<file path="src/rtl/dbm_pkg.sv">
package dbm_pkg;
  localparam int unsigned AW = 12;
  localparam int unsigned DW = 32;

  localparam logic [AW-1:0] CFG_ADDR    = 12'hF80;
  localparam logic [AW-1:0] REQ_ADDR    = 12'hF88;
  localparam logic [AW-1:0] RDY_ADDR    = 12'hF8C;
  localparam logic [AW-1:0] IST_ADDR    = 12'hF90;
  localparam logic [AW-1:0] ICLR_ADDR   = 12'hF94;
  localparam logic [AW-1:0] IEN_ADDR    = 12'hF98;
  localparam logic [AW-1:0] ARCH_ADDR   = 12'hFCC;

  // window word offsets (addr[4:2])
  localparam logic [2:0] W_STAT  = 3'd0;
  localparam logic [2:0] W_MSTAT = 3'd1;
  localparam logic [2:0] W_CLR   = 3'd2;
  localparam logic [2:0] W_SET   = 3'd3;
  localparam logic [2:0] W_MASK  = 3'd4;
  localparam logic [2:0] W_MSET  = 3'd5;
  localparam logic [2:0] W_MCLR  = 3'd6;

  function automatic logic [DW-1:0] flag_next(input logic [DW-1:0] cur,
                                               input logic set_we, input logic [DW-1:0] set_d,
                                               input logic clr_we, input logic [DW-1:0] clr_d);
    logic [DW-1:0] s, c;
    s = set_we ? set_d : '0;
    c = clr_we ? clr_d : '0;
    return (cur | s) & ~c;
  endfunction

  function automatic logic [DW-1:0] arch_word(input int unsigned minor);
    return {24'd0, 4'd1, 4'(minor)};
  endfunction

  function automatic logic in_window(input logic [AW-1:0] a, input int unsigned nch);
    return (a < CFG_ADDR) && (int'(a[AW-1:5]) < nch);
  endfunction

  function automatic logic same_word(input logic [AW-1:0] a, input logic [AW-1:0] b);
    return a[AW-1:2] == b[AW-1:2];
  endfunction
endpackage

</file>
<file path="src/rtl/dbm_wake.sv">
module dbm_wake #(
  parameter int unsigned DELAY = 4
) (
  input  logic clk,
  input  logic rst_n,
  input  logic req,
  output logic rdy,
  output logic rdy_rise
);
  localparam int unsigned CW = $clog2(DELAY + 1);
  localparam logic [CW-1:0] LIMIT = CW'(DELAY);

  logic [CW-1:0] cnt;
  logic          rdy_d;

  always_ff @(posedge clk or negedge rst_n) begin
    if (!rst_n) begin
      cnt   <= '0;
      rdy_d <= 1'b0;
    end else begin
      rdy_d <= rdy;
      if (!req)            cnt <= '0;
      else if (cnt != LIMIT) cnt <= cnt + 1'b1;
    end
  end

  assign rdy      = req && (cnt == LIMIT);
  assign rdy_rise = rdy && !rdy_d;


  rdy_needs_req_chk: assert property (@(posedge clk) disable iff (!rst_n)
    !req |-> !rdy);

  rdy_after_hold_chk: assert property (@(posedge clk) disable iff (!rst_n)
    $rose(rdy) |-> $past(req));
endmodule

</file>
<file path="src/rtl/dbm_chan_cell.sv">
module dbm_chan_cell
  import dbm_pkg::*;
(
  input  logic          clk,
  input  logic          rst_n,
  input  logic          set_we,
  input  logic [DW-1:0] set_d,
  input  logic          clr_we,
  input  logic [DW-1:0] clr_d,
  input  logic          mset_we,
  input  logic          mclr_we,
  input  logic [DW-1:0] mdata,
  output logic [DW-1:0] status,
  output logic [DW-1:0] mask,
  output logic [DW-1:0] masked
);
  always_ff @(posedge clk or negedge rst_n) begin
    if (!rst_n) begin
      status <= '0;
      mask   <= '0;
    end else begin
      status <= flag_next(status, set_we, set_d, clr_we, clr_d);
      if (mset_we)      mask <= mask | mdata;
      else if (mclr_we) mask <= mask & ~mdata;
    end
  end

  assign masked = status & ~mask;


  clr_wins_chk: assert property (@(posedge clk) disable iff (!rst_n)
    clr_we |=> (status & $past(clr_d)) == '0);

  no_spurious_set_chk: assert property (@(posedge clk) disable iff (!rst_n)
    !set_we |=> (status & ~$past(status)) == '0);

  mask_clr_chk: assert property (@(posedge clk) disable iff (!rst_n)
    mclr_we && !mset_we |=> (mask & $past(mdata)) == '0);
endmodule

</file>
<file path="src/rtl/doorbell_mbox.sv">
module doorbell_mbox
  import dbm_pkg::*;
#(
  parameter int unsigned NUM_CH    = 4,
  parameter int unsigned ACC_DELAY = 4,
  parameter int unsigned MINOR_REV = 1
) (
  input  logic          clk,
  input  logic          rst_n,
  input  logic          snd_valid,
  input  logic          snd_write,
  input  logic [11:0]   snd_addr,
  input  logic [31:0]   snd_wdata,
  output logic          snd_ready,
  output logic [31:0]   snd_rdata,
  input  logic          rcv_valid,
  input  logic          rcv_write,
  input  logic [11:0]   rcv_addr,
  input  logic [31:0]   rcv_wdata,
  output logic          rcv_ready,
  output logic [31:0]   rcv_rdata,
  output logic          acc_ready,
  output logic          snd_irq,
  output logic          rcv_irq
);
  localparam logic [DW-1:0] CFG_WORD = DW'(NUM_CH);
  localparam logic [DW-1:0] ARCH_WORD = arch_word(MINOR_REV);

  // decode
  logic [6:0] s_ch, r_ch;
  logic [2:0] s_off, r_off;
  logic       s_win, r_win, s_wr, r_wr, s_rd, r_rd;

  assign s_ch  = snd_addr[11:5];
  assign r_ch  = rcv_addr[11:5];
  assign s_off = snd_addr[4:2];
  assign r_off = rcv_addr[4:2];
  assign s_win = in_window(snd_addr, NUM_CH);
  assign r_win = in_window(rcv_addr, NUM_CH);
  assign s_wr  = snd_valid && snd_write;
  assign r_wr  = rcv_valid && rcv_write;
  assign s_rd  = snd_valid && !snd_write;
  assign r_rd  = rcv_valid && !rcv_write;

  assign snd_ready = 1'b1;
  assign rcv_ready = 1'b1;

  // access request / wake handshake
  logic req_q, rdy_rise;
  logic req_wr;
  assign req_wr = s_wr && same_word(snd_addr, REQ_ADDR);

  always_ff @(posedge clk or negedge rst_n) begin
    if (!rst_n)      req_q <= 1'b0;
    else if (req_wr) req_q <= snd_wdata[0];
  end

  dbm_wake #(.DELAY(ACC_DELAY)) u_wake (
    .clk(clk), .rst_n(rst_n), .req(req_q), .rdy(acc_ready), .rdy_rise(rdy_rise)
  );

  // named events for channel access
  logic s_set_hit, s_set_blocked;
  assign s_set_hit     = s_wr && s_win && (s_off == W_SET);
  assign s_set_blocked = s_set_hit && !acc_ready;

  logic [NUM_CH-1:0] set_we, clr_we, mset_we, mclr_we;
  logic [DW-1:0]     st   [NUM_CH];
  logic [DW-1:0]     mk   [NUM_CH];
  logic [DW-1:0]     mst  [NUM_CH];
  logic [NUM_CH-1:0] pend;
  logic [NUM_CH*DW-1:0] st_flat;

  for (genvar g = 0; g < NUM_CH; g++) begin : g_ch
    assign set_we[g]  = s_set_hit && acc_ready && (int'(s_ch) == g);
    assign clr_we[g]  = r_wr && r_win && (r_off == W_CLR)  && (int'(r_ch) == g);
    assign mset_we[g] = r_wr && r_win && (r_off == W_MSET) && (int'(r_ch) == g);
    assign mclr_we[g] = r_wr && r_win && (r_off == W_MCLR) && (int'(r_ch) == g);

    dbm_chan_cell u_cell (
      .clk(clk), .rst_n(rst_n),
      .set_we(set_we[g]), .set_d(snd_wdata),
      .clr_we(clr_we[g]), .clr_d(rcv_wdata),
      .mset_we(mset_we[g]), .mclr_we(mclr_we[g]), .mdata(rcv_wdata),
      .status(st[g]), .mask(mk[g]), .masked(mst[g])
    );
    assign pend[g] = |mst[g];
    assign st_flat[g*DW +: DW] = st[g];
  end

  assign rcv_irq = |pend;

  // sender interrupt block, present only with minor revision 1
  logic int_st, int_en;
  if (MINOR_REV == 1) begin : g_int
    always_ff @(posedge clk or negedge rst_n) begin
      if (!rst_n) begin
        int_st <= 1'b0;
        int_en <= 1'b0;
      end else begin
        if (rdy_rise)
          int_st <= 1'b1;
        else if (s_wr && same_word(snd_addr, ICLR_ADDR) && snd_wdata[0])
          int_st <= 1'b0;
        if (s_wr && same_word(snd_addr, IEN_ADDR))
          int_en <= snd_wdata[0];
      end
    end
  end else begin : g_noint
    assign int_st = 1'b0;
    assign int_en = 1'b0;
  end

  assign snd_irq = int_st && int_en;

  // channel selection for reads
  logic [DW-1:0] s_sel_st, r_sel_st, r_sel_mk, r_sel_mst;
  always_comb begin
    s_sel_st  = '0;
    r_sel_st  = '0;
    r_sel_mk  = '0;
    r_sel_mst = '0;
    for (int i = 0; i < NUM_CH; i++) begin
      if (int'(s_ch) == i) s_sel_st = st[i];
      if (int'(r_ch) == i) begin
        r_sel_st  = st[i];
        r_sel_mk  = mk[i];
        r_sel_mst = mst[i];
      end
    end
  end

  always_comb begin
    snd_rdata = '0;
    if (s_rd) begin
      if (s_win) begin
        if (s_off == W_STAT) snd_rdata = s_sel_st;
      end else if (same_word(snd_addr, CFG_ADDR))  snd_rdata = CFG_WORD;
      else if (same_word(snd_addr, REQ_ADDR))  snd_rdata = {31'd0, req_q};
      else if (same_word(snd_addr, RDY_ADDR))  snd_rdata = {31'd0, acc_ready};
      else if (same_word(snd_addr, IST_ADDR))  snd_rdata = {31'd0, int_st};
      else if (same_word(snd_addr, IEN_ADDR))  snd_rdata = {31'd0, int_en};
      else if (same_word(snd_addr, ARCH_ADDR)) snd_rdata = ARCH_WORD;
    end
  end

  always_comb begin
    rcv_rdata = '0;
    if (r_rd) begin
      if (r_win) begin
        case (r_off)
          W_STAT:  rcv_rdata = r_sel_st;
          W_MSTAT: rcv_rdata = r_sel_mst;
          W_MASK:  rcv_rdata = r_sel_mk;
          default: rcv_rdata = '0;
        endcase
      end else if (same_word(rcv_addr, CFG_ADDR))  rcv_rdata = CFG_WORD;
      else if (same_word(rcv_addr, ARCH_ADDR)) rcv_rdata = ARCH_WORD;
    end
  end


  gated_set_chk: assert property (@(posedge clk) disable iff (!rst_n)
    s_set_blocked && !(|clr_we) |=> $stable(st_flat));

  irq_pending_chk: assert property (@(posedge clk) disable iff (!rst_n)
    (|st_flat) == 1'b0 |-> !rcv_irq);

  snd_irq_en_chk: assert property (@(posedge clk) disable iff (!rst_n)
    snd_irq |-> $past(int_en) || $past(s_wr));

  reset_quiet_chk: assert property (@(posedge clk)
    $rose(rst_n) |-> !acc_ready && !rcv_irq && !snd_irq);
endmodule

</file>
<file path="config.mk">
export PLATFORM = sky130hd
export DESIGN_NAME = doorbell_mbox
export DESIGN_NICKNAME = d
export VERILOG_FILES = /design/src/rtl/dbm_pkg.sv /design/src/rtl/dbm_wake.sv /design/src/rtl/dbm_chan_cell.sv /design/src/rtl/doorbell_mbox.sv
export SDC_FILE = /design/constraint.sdc
export NUM_CORES = 1
export LEC_CHECK = 0
export BUFFER_PORTS_ARGS = -buffer_cell sky130_fd_sc_hd__buf_2
export CORE_MARGIN = 2
export CORE_UTILIZATION = 54
export CTS_CLUSTER_SIZE = 24
export DETAILED_ROUTE_END_ITERATION = 16
export GPL_ROUTABILITY_DRIVEN = 1
export PLACE_DENSITY = 0.78
export SETUP_SLACK_MARGIN = 0.02
export SYNTH_ARGS = -nofsm -noshare
export SYNTH_HDL_FRONTEND = slang
export SYNTH_SLANG_ARGS = --single-unit
</file>
<file path="constraint.sdc">
create_clock -name clk -period 3.2 [get_ports clk]
set_input_delay 0.64 -clock clk [delete_from_list [all_inputs] [get_ports clk]]
set_output_delay 0.64 -clock clk [all_outputs]
set_load 0.02 [all_outputs]
</file>
=== Yosys cells after proc, flatten, opt, wreduce, memory -nomap -nowiden ===
Index checks and enable logic that the tools add are counted.

* Bits of input ports: 94
* Flip-flop bits (word level): 263
* Word-level logic and storage cells: 170
* Output and inout port bits: 69

* Equal/unequal tests: 24
* Magnitude comparators: 4
* Reductions and logical operators: 49
* Bitwise gates (word level): 29
* $add $sub $neg: 1
* Muxes and demuxes: 50

{| class="wikitable"
|+ Operators with widths
! operator !! number
|-
| 32-bit 2-to-1 mux || 37
|-
| 32-bit AND || 12
|-
| 32-bit NOT || 9
|-
| 32-bit bitwise OR || 8
|-
| 128-bit OR reduction || 1
|-
| 32-bit case mux with 3 select lines || 1
|-
| 10-bit equality test (second input constant) || 9
|-
| 5-bit 2-to-1 mux || 8
|-
| 1-bit logical AND || 36
|-
| 7-bit by 3-bit equality test with 1-bit output (second input constant) || 4
|-
| 12-bit less-than comparator (second input constant) || 2
|-
| 7-bit by 2-bit equality test with 1-bit output (second input constant) || 2
|-
| 7-bit logical NOT || 2
|-
| 7-bit by 3-bit less-than comparator with 1-bit output (second input constant) || 2
|-
| 3-bit equality test (second input constant) || 4
|-
| 2-bit nonzero test || 5
|-
| 3-bit by 2-bit equality test with 1-bit output (second input constant) || 2
|-
| 3-bit logical NOT || 2
|-
| 3-bit 2-to-1 mux || 2
|-
| 3-bit by 1-bit adder with 3-bit output (second input constant) || 1
|-
| 3-bit by 1-bit equality test with 1-bit output (second input constant) || 1
|-
| 1-bit logical NOT || 3
|-
| 3-bit != test (second input constant) || 1
|-
| 1-bit 2-to-1 mux || 2
|-
| 2-bit by 1-bit != test with 1-bit output (second input constant) || 1
|}

=== Depth between registers and ports, before layout ===
Gate-level depths: netlist (run 1).

* Depth in word-level cells: 9
* Depth in mapped cells: 8
* Gate-level depth less buffers: 7

=== Modules after synthesis ===
Synthesis (run 1) repeated with hierarchy kept, for this count alone.

* Cells, all modules: 1,605
* Area, all modules: 15,811.4 um^2

{| class="wikitable"
|+ By module, submodules not included
! module !! area each (um^2) !! instances !! cells an instance
|-
| dbm_chan_cell || 2,608.8 || 4 || 236
|-
| doorbell_mbox || 5,175.0 || 1 || 641
|-
| dbm_wake || 201.4 || 1 || 20
|}

=== Worst setup path before layout (run 1) ===
Ideal clock, no wire load.

* Path type: in2out
* Start: input port rcv_addr[5]
* End: output port rcv_rdata[19]
* Path slack: -0.285 ns
* Buffers on the path: 3
* Data required time: 2.560 ns
* Arrival: 2.845 ns
* Stages on the path: 7
* Path through: clkbuf_1 > clkbuf_1 > buf_1 > nand2_1 > o311ai_0 > o21ai_0 > o311ai_0

* Cells in the longest elaborated chain, start to end: 8
* Elaborated cells between the ends (all ways): 22
* Those cells by class: order compare: 2; eq/ne: 3; mux: 15; reduce/logical: 2

{| class="wikitable"
|+ RTL lines
! item !! line !! RTL
|-
| from (decl) || doorbell_mbox.sv:18 || <nowiki>input logic [11:0] rcv_addr,</nowiki>
|-
| 7-bit logical NOT || doorbell_mbox.sv:125 || <nowiki>if (int'(r_ch) == i) begin</nowiki>
|-
| 32-bit 2-to-1 mux (4 in a row) || doorbell_mbox.sv:125 ||
|-
| 32-bit case mux with 3 select lines || doorbell_mbox.sv:151 || <nowiki>case (r_off)</nowiki>
|-
| 32-bit 2-to-1 mux * || doorbell_mbox.sv:150 || <nowiki>if (r_win) begin</nowiki>
|-
| 32-bit 2-to-1 mux * || doorbell_mbox.sv:149 || <nowiki>if (r_rd) begin</nowiki>
|-
| to (decl) || doorbell_mbox.sv:21 || <nowiki>output logic [31:0] rcv_rdata,</nowiki>
|}

Mark *: on every way between the ends. The rest lies on a longest branch, timed or not.

=== Worst setup path in the final report (run 1) ===
* Start: input port rcv_addr[9]
* End: output port rcv_rdata[31]

Same word-level chain as after synthesis.

==> results.txt, run 1 <==
----------------------------------------------------
[Status]
  Result of the run ... finished, violations left
  Violated checks ... negative setup slack

[Floorplan]
  Ports placed on the boundary ... 163
  Horizontal die dimension ... 175 um
  Initial standard-cell utilization of the core ... 0.549
  Area of the placeable core ... 28700 um^2
  Die area ... 30600 um^2
  Row count ... 62
  Die height ... 175 um

[Worst setup path]
  Capture instance of the worst register-to-register path ... g_ch[0].u_cell.status[27]
  Largest stage delay on the critical path ... 0.60 ns
  Crit path cell chain ... buf_6, or4_4, or3_4, nor2_4, buf_6, o221ai_2, o211ai_1, buf_4
  Start of the worst register-to-register path ... u_wake.cnt[0]
  Category of cells accounting for the largest share of critical-path delay ... simple AND/OR/NAND/NOR gates
  Cell with the largest stage delay on the worst path ... or4_4
  Element type at the critical path start ... input port
  Worst Path Max Fanout ... 6
  Number of cells on the worst reg-to-reg path ... 8
  Sum of buffers and inverters on the critical path ... 3
  CP Data Arrival Time ... 2.72 ns
  Top cell by count, worst path ... buf_6
  Type of destination of the critical path ... primary output
  Worst setup path class ... input port to primary output
  R2R setup slack ... 0.70 ns
  Required @ worst endpoint ... 2.56 ns

[Synthesis]
  Number of synthesis warnings ... 0
  Post-Syn Area ... 15800 um^2
  XOR/XNOR share of the synthesized area ... 0.000555
  Largest cells by area after synthesis ... dfrtp_1 (42%), a21oi_1 (9.4%), a22o_1 (7.2%), mux4_2 (5.7%), mux2i_1 (4.2%)
  Post-synth top area share ... 0.417
  Number of synthesized flops with an enable pin ... 0
  Cell count after synthesis ... 1692
  Compound-gate portion of the synthesized area ... 0.262
  Leading area contributor after synthesis ... dfrtp_1
  Most common cell in the netlist ... a21oi_1
  Adder-cell share of the synthesized area ... 0.00159
  Multiplexer share of the synthesized area ... 0.110
  Basic-gate share of the synthesized area counting and, or, nand and nor cells ... 0.156
  Share of synthesized flip-flops with an asynchronous set or reset ... 1.00
  Mean instance size in the synthesized netlist ... 9.32 um^2
  Dominant combinational cell family by area after synthesis ... compound AO/OA/AOI/OAI gates
  Number of register bits inferred by synthesis ... 263
  Most used DFF post-synth ... dfrtp_1
  Distinct cell type count after synthesis ... 65
  Sequential share of the synthesized area ... 0.417
  Most common library cells after synthesis ... a21oi_1 (297), dfrtp_1 (263), nand2_1 (174), a22o_1 (129), clkbuf_1 (103)

[Global route]
  Number of global-route vias before repair ... 15500
  Antenna violations before repair ... 4
  Wire length of the first global-routing pass ... 89900 um
  GR Util All Layers ... 0.381
  Aggregate global routing overflow ... 0
  Maximum number of pins on one net before global-route repair ... 77

[Finish]
  Post-synthesis to final-layout area growth ... 24.2%
  Net count, final ... 1963
  Number of fillers in the final layout ... 2117
  Share of layout cells above drive strength 1 ... 0.254

[Routing]
  Routed vias ... 16100
  DRT antenna net count ... 0
  Residual DRC ... 0
  Avg Vias per Cell ... 7.06
  Router iterations before antenna repair ... 6
  Detail-routed net length per standard cell ... 26.6 um
  Number of DRC markers in iteration 0 ... 2138
  Routed WL ... 60500 um

[Pwr]
  Design internal power ... 5.47 mW
  Pwr dens ... 372 nW/um^2
  Net Switching ... 1.82 mW
  Portion of total power attributed to sequential cells ... 0.458
  Total power ... 7.29 mW
  Worst voltage drop across the vdd grid ... 0.466 mV
  LEAKAGE ... 8.60 nW
  Share of total power in combinational logic ... 0.082
  Switch share ... 0.250
  Clock power frac ... 0.460

[Timing]
  Final min period ... 3.36 ns
  RSZ-0062 raised after global routing ... true
  Highest clock frequency the design can meet ... 0.298 GHz
  Number of failing hold endpoints at the final stage ... 0
  Final worst clock skew ... 0.0125 ns
  Transition time at the pin with the least slew margin ... 0.631 ns
  Period utilization ... 1.05
  Max Slew Vio Count ... 0
  Final setup vio count ... 22
  Worst max-slew margin expressed relative to the limit ... 0.579
  Worst setup margin ... -0.156 ns

[Clocking]
  Clock root buffer ... clkbuf_16
  Num Clock Sinks ... 263
  Number of buffers added to fix hold violations after cts ... 0
  CTS Buf Count ... 29
  TritonCTS clock tree ... built
  Number of levels in the clock H-tree ... 1
  Clock insertion delay at the later pin of the skew report ... 0.57 ns
  Maximum count of clock buffers along a single path ... 3
  Clk pin slew, worst setup/hold paths ... 0.06 ns

[Placed design]
  Post-detailed-placement half-perimeter wirelength ... 39300 um
  Gpl congestion ... 0.971
  Placement-stage worst setup slack ... -0.416 ns
  Port Buf Inserts ... 156

[Job]
  Number of max-cap violations ... 0

[Worst hold path]
  Class of the worst hold path ... input port to async pin

----------------------------------------------------
worst max-delay path by stage:
stage,depth (start not counted),start,end
after detailed placement,11,rcv_addr[9],rcv_rdata[9]
after floorplan,6,rcv_addr[9],rcv_rdata[31]
after CTS,8,rcv_addr[10],rcv_rdata[31]
final,8,rcv_addr[9],rcv_rdata[31]
after global placement,11,rcv_addr[9],rcv_rdata[9]
after global routing,6,g_ch[3].u_cell.status[27],rcv_irq
logic make-up (layout without fill, tap and decap cells):
group / after synthesis / in the layout
AOI/OAI and AO/OA: 637 / 637
xor gates and xnor gates: 1 / 1
adders and majority gates: 2 / 2
buffers and inverters: 190 / 385
DFF: 263 / 263
muxes: 122 / 122
other: 1 / 5
and+or+nand+nor: 476 / 476
per-layer routing:
layer	share of wire	global-route usage	vias to the layer above
met1	0.35	0.489	7753
met5	0.0016	0	-
li1	-	-	6642
met2	0.45	0.581	1314
met4	0.070	0.249	7
met3	0.13	0.0875	348
worst register-to-register path: cells and delay by family, from the launching register on:
kind	cells	cell delay, ns
simple gates	3	1.07
buf+inv	2	0.42
flops	1	0.40
compound gates	2	0.34
fa+ha+maj	1	0.21
timing repair:
action | CTS | global route
endpoints found under the setup margin | 33 | 32
buffers inserted | 7 | 8
cloned | 0 | 3
pin swaps | 27 | 34
resized for setup | 81 | 81
final cells by class:
class                      instances  area [um^2]  share of cell area
clock inverter                     8          100             0.00511
antenna                            3         7.51            0.000383
multi-input combinational       1240         8970               0.458
timing repair buffer             290         2450               0.125
clock buffer                      44          832              0.0425
tap                              384          480              0.0245
inverter                          43          161             0.00824
sequential                       263         6580               0.336
power groups by stage:
stage	Sequential, mW	Combinational (mW)	Clock, mW
6_report	3.34	0.596	3.35
5_1_grt	3.34	0.630	3.49
4_1_cts	3.34	0.561	3.36
3_5_place_dp	3.40	0.549	0
3_3_place_gp	3.40	0.534	0
2_1_floorplan	3.40	0.270	0
layout by cell type, fill, tap and decap left out, types with 8 or more instances in the layout:
cell type  synthesis  routed
a211oi_1          20      20
a21oi_1          297     296
a22o_1           129     129
a31oi_1           18      17
buf_12             0      33
buf_2             17     121
buf_4              2     107
buf_6             12      23
clkbuf_1         103      10
clkbuf_16          0      32
dfrtp_1          263     263
inv_1             41      41
mux2_2            16      16
mux2i_1           66      66
mux4_2            40      40
nand2_1          174     172
nand2b_1          36      36
nand3_1           13      13
nor2_1            71      58
nor2b_1           97      97
nor3_1            13      11
nor3b_1           12      12
nor4_2             0      11
o211ai_1          38      38
o21ai_0           42      33
o22ai_1           26      13
o22ai_2            0       8
through the flow:
step	setup TNS [ns]	hold WS, ns	instances	utilization	area (um^2)
3_5_place_dp	-18.99	0.437	2204	0.618	17800
5_1_grt	-2.05	0.0925	2272	0.682	19600
4_1_cts	-0.0451	0.0622	2262	0.664	19100
2_1_floorplan	-0.0148	0.344	1693	-	15800
6_report	-1.42	0.0449	2275	0.682	19600
3_3_place_gp	-14.90	0.418	2204	0.618	17800
No activity file was read; power rests on OpenSTA's default activity.
==> inputs of run 2 (changes only) <==
==> constraint.sdc (replaced) <==
create_clock -name clk -period 3.2 [get_ports clk]
set_input_delay 0.32 -clock clk [delete_from_list [all_inputs] [get_ports clk]]
set_output_delay 0.32 -clock clk [all_outputs]
set_load 0.02 [all_outputs]
==> results.txt, run 2 (synthesized netlist as in run 1, its figures left out) <==
----------------------------------------------------
[Finish]
  Storage cell area ... 6580 um^2 (unchanged)
  Commonest non-fill, non-tap cell in the layout ... a21oi_1
  Net count, final ... 1908 (-2.8%)
  Number of standard cells in the final layout excluding fillers ... 2217 (-2.5%)
  Area taken by multi-input logic gates ... 8430 um^2 (-6.0%)
  Share of layout cells above drive strength 1 ... 0.195 (-0.0592)
  Most frequent cells in the layout ... a21oi_1 (297), dfrtp_1 (263), nand2_1 (174)
  Number of fillers in the final layout ... 2343 (+11%)
  Post-synthesis to final-layout area growth ... 15.3%

[Worst setup path]
  R2R setup slack ... 0.59 ns (-0.11 ns)
  Crit path cell chain ... buf_2, or4_1, or3_1, nor2_2, buf_12, o221ai_1, o211ai_1, buf_2
  Capture instance of the worst register-to-register path ... g_ch[3].u_cell.status[10]
  Top cell by count, worst path ... buf_2
  Required @ worst endpoint ... 2.88 ns (+0.32 ns)
  Worst setup path class ... input port to primary output
  Type of destination of the critical path ... primary output
  Cell with the largest stage delay on the worst path ... or4_1
  Largest stage delay on the critical path ... 0.66 ns (+0.06 ns)
  Number of cells on the worst reg-to-reg path ... 8 (unchanged)
  Sum of buffers and inverters on the critical path ... 3 (unchanged)
  Start of the worst register-to-register path ... u_wake.cnt[0]
  Element type at the critical path start ... input port
  CP Data Arrival Time ... 2.78 ns (+0.06 ns)
  Number of gates on the worst path with buffers counted ... 8 (unchanged)
  Worst Path Max Fanout ... 13 (+7)
  Category of cells accounting for the largest share of critical-path delay ... simple AND/OR/NAND/NOR gates

[Floorplan]
  Row count ... 62 (unchanged)
  Ports placed on the boundary ... 163 (unchanged)
  Die area ... 30600 um^2 (unchanged)
  Area of the placeable core ... 28700 um^2 (unchanged)
  Die height ... 175 um (unchanged)
  Horizontal die dimension ... 175 um (unchanged)
  Initial standard-cell utilization of the core ... 0.549 (unchanged)

[Timing]
  Worst max-slew margin expressed relative to the limit ... 0.431 (-0.148)
  Max Slew Vio Count ... 0 (unchanged)
  Final worst clock skew ... 0.00834 ns (-0.00415 ns)
  RSZ-0062 raised after global routing ... false
  Number of failing hold endpoints at the final stage ... 0 (unchanged)
  Period utilization ... 0.969 (-0.0798)
  Highest clock frequency the design can meet ... 0.322 GHz (+8.2%)
  Transition time at the pin with the least slew margin ... 0.853 ns (+0.222 ns)
  Final Hold Slack ... 0.0714 ns (+0.0265 ns)
  Fin Setup TNS ... 0 ns (+1.42 ns)
  Final setup vio count ... 0 (-100%)
  Final min period ... 3.10 ns (-0.255 ns)

[Routing]
  Routed length on met2 ... 25100 um (-7.1%)
  Routed vias ... 15400 (-4.1%)
  Router iterations before antenna repair ... 6 (unchanged)
  Met3 WL post-DR ... 6920 um (-11%)
  Residual DRC ... 0 (unchanged)
  Number of DRC markers in iteration 0 ... 2024 (-5.3%)
  Highest routed layer ... met5
  Detail-routed net length per standard cell ... 25.6 um (-3.6%)
  Routed WL ... 56800 um (-6.1%)
  DRT antenna net count ... 0 (unchanged)
  Avg Vias per Cell ... 6.95 (-1.6%)
  Total routed wire length on the met1 layer ... 21000 um (-1.6%)

[Worst hold path]
  Hold endpoint ... g_ch[0].u_cell.status[18]
  Class of the worst hold path ... input port to flip-flop
  Hold path startpoint ... snd_wdata[18]
  Cells on Worst Hold Path ... 3

[Global route]
  Maximum number of pins on one net before global-route repair ... 102 (+32%)
  Number of global-route vias before repair ... 15100 (-3.0%)
  Aggregate global routing overflow ... 0 (unchanged)
  Wire length of the first global-routing pass ... 87700 um (-2.4%)
  Antenna violations before repair ... 4 (unchanged)
  GR Util All Layers ... 0.372 (-0.00898)

[Clocking]
  Number of levels in the clock H-tree ... 1 (unchanged)
  TritonCTS clock tree ... built
  Num Clock Sinks ... 263 (unchanged)
  Post CTS Setup Buffer Count ... 0 (-7)
  Maximum count of clock buffers along a single path ... 3 (unchanged)
  Clock insertion delay at the later pin of the skew report ... 0.57 ns (about the same)
  Clk pin slew, worst setup/hold paths ... 0.06 ns (about the same)
  CTS Buf Count ... 29 (unchanged)
  Clock root buffer ... clkbuf_16

[Pwr]
  Portion of total power attributed to sequential cells ... 0.456 (-0.002)
  Share of total power in combinational logic ... 0.073 (-0.009)
  Worst voltage drop across the vdd grid ... 0.395 mV (-15%)
  Switch share ... 0.243 (-0.00675)
  Clock power frac ... 0.471 (+0.011)
  Net Switching ... 1.78 mW (-2.2%)
  Pwr dens ... 403 nW/um^2 (+8.2%)
  Design internal power ... 5.55 mW (+1.4%)
  LEAKAGE ... 8.11 nW (-5.7%)

[Placed design]
  Gpl congestion ... 0.983 (+1.3%)
  Number of cells after detailed placement ... 2164 (-1.8%)
  Post-detailed-placement half-perimeter wirelength ... 38100 um (-3.2%)
  Port Buf Inserts ... 156 (unchanged)

[Status]
  Result of the run ... completed

[Job]
  Number of max-cap violations ... 0 (unchanged)

----------------------------------------------------
## run 2: area by class of cell
cell class,count,share of cell area
inverter,43,0.00887
tap,384,0.0264
timing repair buffer,235,0.0862
antenna,3,0.000413
clock buffer,44,0.0468
clock inverter,5,0.00571
multi-input combinational,1240,0.464
sequential,263,0.362
## run 2: repair_timing
item | CTS | global route
gates resized for setup | 0 | 1
hold endpoints to repair | 96 | 0
endpoints found under the setup margin | 0 | 1
hold buffers | 1 | 0
## run 2: power groups by stage
stage | registers, mW | clock network (mW) | logic, mW
2_1_floorplan | 3.40 | 0 | 0.269
3_3_place_gp | 3.40 | 0 | 0.514
5_1_grt | 3.34 | 3.58 | 0.577
3_5_place_dp | 3.40 | 0 | 0.524
6_report | 3.34 | 3.45 | 0.537
4_1_cts | 3.34 | 3.45 | 0.526
## run 2: how the worst max path moves through the flow
stage | from | end | slack, ns
5_1_grt | g_ch[1].u_cell.status[19] | rcv_irq | 0.03
2_1_floorplan | rcv_addr[5] | rcv_rdata[19] | 0.36
4_1_cts | g_ch[3].u_cell.status[29] | rcv_irq | 0.14
3_3_place_gp | rcv_addr[9] | rcv_rdata[31] | 0.23
3_5_place_dp | rcv_addr[9] | rcv_rdata[31] | 0.21
6_report | rcv_addr[9] | rcv_rdata[31] | 0.1
## run 2: worst register-to-register path, delay by kind of cell, from the launching register on
kind | cells | cell delay, ns
simple gates | 3 | 1.08
flops | 1 | 0.41
fa+ha+maj | 1 | 0.21
buf+inv | 2 | 0.53
compound gates | 2 | 0.30
## run 2: per-stage QoR
step           utilization  setup slack, ns  area [um^2]  power, mW
3_3_place_gp         0.600            0.229        17200       3.91
2_1_floorplan            -            0.355        15800       3.67
6_report             0.634           0.0990        18200       7.33
4_1_cts              0.633            0.137        18200       7.31
3_5_place_dp         0.600            0.214        17200       3.92
5_1_grt              0.634           0.0257        18200       7.49
## run 2: routing by layer
layer  GRT usage  vias up
met5           0        -
met4       0.218        2
met3      0.0883      291
met2       0.566     1134
met1       0.486     7446
li1            -     6532
==> inputs of run 3 (changes only) <==
BUFFER_PORTS_ARGS = -buffer_cell sky130_fd_sc_hd__buf_4   (was -buffer_cell sky130_fd_sc_hd__buf_2)
==> results.txt, run 3 (synthesized netlist as in run 1, its figures left out) <==
----------------------------------------------------
[Routing]
  Total routed wire length on the met1 layer ... 20900 um (-0.51%)
  Detail-routed net length per standard cell ... 26.3 um (+2.7%)
  Router iterations before antenna repair ... 6 (unchanged)
  Routed WL ... 58300 um (+2.6%)
  Routed length on met2 ... 26200 um (+4.1%)
  Highest routed layer ... met4
  DRT antenna net count ... 0 (unchanged)
  Met3 WL post-DR ... 7360 um (+6.3%)
  Residual DRC ... 0 (unchanged)
  Routed vias ... 15600 (+0.97%)
  Avg Vias per Cell ... 7.03 (+1.1%)
  Number of DRC markers in iteration 0 ... 2041 (+0.84%)

[Clocking]
  CTS Buf Count ... 30 (+3.4%)
  Number of levels in the clock H-tree ... 1 (unchanged)
  TritonCTS clock tree ... built
  Post CTS Setup Buffer Count ... 0 (unchanged)
  Clock root buffer ... clkbuf_16
  Clk pin slew, worst setup/hold paths ... 0.06 ns (about the same)
  Clock insertion delay at the later pin of the skew report ... 0.57 ns (about the same)
  Num Clock Sinks ... 263 (unchanged)
  Maximum count of clock buffers along a single path ... 3 (unchanged)

[Placed design]
  Gpl congestion ... 0.952 (-3.2%)
  Port Buf Inserts ... 156 (unchanged)
  Post-detailed-placement half-perimeter wirelength ... 38100 um (+0.19%)

[Worst setup path]
  Required @ worst endpoint ... 2.88 ns (about the same)
  CP Data Arrival Time ... 2.87 ns (+0.09 ns)
  Element type at the critical path start ... flip-flop
  Worst setup path class ... flip-flop to primary output
  Number of cells on the worst reg-to-reg path ... 8 (unchanged)
  Type of destination of the critical path ... primary output
  Start of the worst register-to-register path ... u_wake.cnt[0]
  Worst Path Max Fanout ... 4 (-9)
  R2R setup slack ... 0.52 ns (-0.07 ns)
  Capture instance of the worst register-to-register path ... g_ch[0].u_cell.status[22]
  Crit. Startpoint ... g_ch[1].u_cell.status[27]

[Finish]
  Net count, final ... 1902 (-0.31%)
  Area taken by multi-input logic gates ... 8430 um^2 (about the same)
  Post-synthesis to final-layout area growth ... 18.0%
  Number of fillers in the final layout ... 2385 (+1.8%)
  Most frequent cells in the layout ... a21oi_1 (297), dfrtp_1 (263), buf_4 (207)
  Share of layout cells above drive strength 1 ... 0.196 (+0.00131)
  Storage cell area ... 6580 um^2 (unchanged)
  Commonest non-fill, non-tap cell in the layout ... a21oi_1
  Utilization of the core after routing ... 0.648 (+0.0147)

[Global route]
  Maximum number of pins on one net before global-route repair ... 94 (-7.8%)
  Wire length of the first global-routing pass ... 88900 um (+1.3%)
  Number of global-route vias before repair ... 15100 (+0.35%)
  GR Util All Layers ... 0.378 (+0.00599)
  Aggregate global routing overflow ... 0 (unchanged)
  Antenna violations before repair ... 1 (-3)

[Worst hold path]
  Class of the worst hold path ... input port to flip-flop
  Hold path startpoint ... rcv_wdata[14]
  Cells on Worst Hold Path ... 2 (-1)
  Hold endpoint ... g_ch[3].u_cell.status[14]

[Timing]
  Final Hold Slack ... 0.0111 ns (-0.0604 ns)
  Final worst clock skew ... 0.0177 ns (+0.00934 ns)
  Max Slew Vio Count ... 0 (unchanged)
  Final setup vio count ... 0 (unchanged)
  Period utilization ... 0.997 (+0.0282)
  RSZ-0062 raised after global routing ... false
  Highest clock frequency the design can meet ... 0.313 GHz (-2.8%)
  Transition time at the pin with the least slew margin ... 0.804 ns (-0.0487 ns)
  Fin Setup TNS ... 0 ns (unchanged)
  Worst max-slew margin expressed relative to the limit ... 0.464 (+0.0325)
  Number of failing hold endpoints at the final stage ... 0 (unchanged)
  Final min period ... 3.19 ns (+0.0901 ns)

[Floorplan]
  Die height ... 175 um (unchanged)
  Row count ... 62 (unchanged)
  Ports placed on the boundary ... 163 (unchanged)
  Area of the placeable core ... 28700 um^2 (unchanged)
  Die area ... 30600 um^2 (unchanged)
  Initial standard-cell utilization of the core ... 0.549 (unchanged)
  Horizontal die dimension ... 175 um (unchanged)

[Pwr]
  Pwr dens ... 400 nW/um^2 (-0.76%)
  LEAKAGE ... 8.19 nW (+0.96%)
  Worst voltage drop across the vdd grid ... 0.397 mV (+0.54%)

[Job]
  Number of max-cap violations ... 0 (unchanged)

[Status]
  Result of the run ... completed

----------------------------------------------------
==> run 3: area by class of cell <==
cell class                      instances  share of cell area
Antenna cell                            2            0.000269
Clock buffer                           42              0.0476
Clock inverter                         12             0.00686
Inverter                               43             0.00867
Multi-Input combinational cell       1240               0.453
Sequential cell                       263               0.354
Tap cell                              384              0.0258
Timing Repair Buffer                  228               0.104
==> run 3: metrics by stage <==
stage          power, mW  setup WS [ns]  cell area [um^2]  cells
2_1_floorplan       3.67          0.355             15800   1693
5_1_grt             7.62         0.0357             18600   2213
3_3_place_gp        3.95          0.285             17600   2156
6_report            7.44        0.00886             18600   2214
3_5_place_dp        3.96          0.266             17600   2156
4_1_cts             7.44         0.0734             18600   2212
==> run 3: timing repair <==
| item | CTS | global route |
|---|---|---|
| hold endpoints to repair | 90 | 0 |
| endpoints found under the setup margin | 0 | 1 |
| gates resized for setup | 0 | 1 |
| hold buffers | 2 | 0 |
==> run 3: worst max path at each step <==
stage	to	slack (ns)	cells after the start
floorplan	rcv_rdata[19]	0.36	7
global placement	rcv_rdata[31]	0.29	8
detailed placement	rcv_rdata[31]	0.27	8
CTS	rcv_irq	0.07	6
global route	rcv_irq	0.04	6
finish	rcv_irq	0.009	6
==> run 3: power by group <==
part           total (mW)  leakage [nW]  internal (mW)  switching, mW
Clock                3.53         0.505           2.08           1.45
Sequential           3.34          3.67           3.33        0.00707
Combinational       0.572          4.02          0.190          0.382
==> run 3: worst max-delay path, cell delays in order, from the launching register on <==
cell	delay (ns)
dfrtp_1	0.41
nor2b_1	0.16
nor4_1	0.54
nand4b_1	0.29
nor4b_1	0.44
nand4_1	0.25
buf_4	0.23
==> run 3: routing by layer <==
| layer | up-vias | GRT usage |
|---|---|---|
| met2 | 1250 | 0.580 |
| met1 | 7498 | 0.495 |
| li1 | 6513 | - |
| met3 | 294 | 0.0829 |
| met4 | 0 | 0.218 |
| met5 | - | 0 |
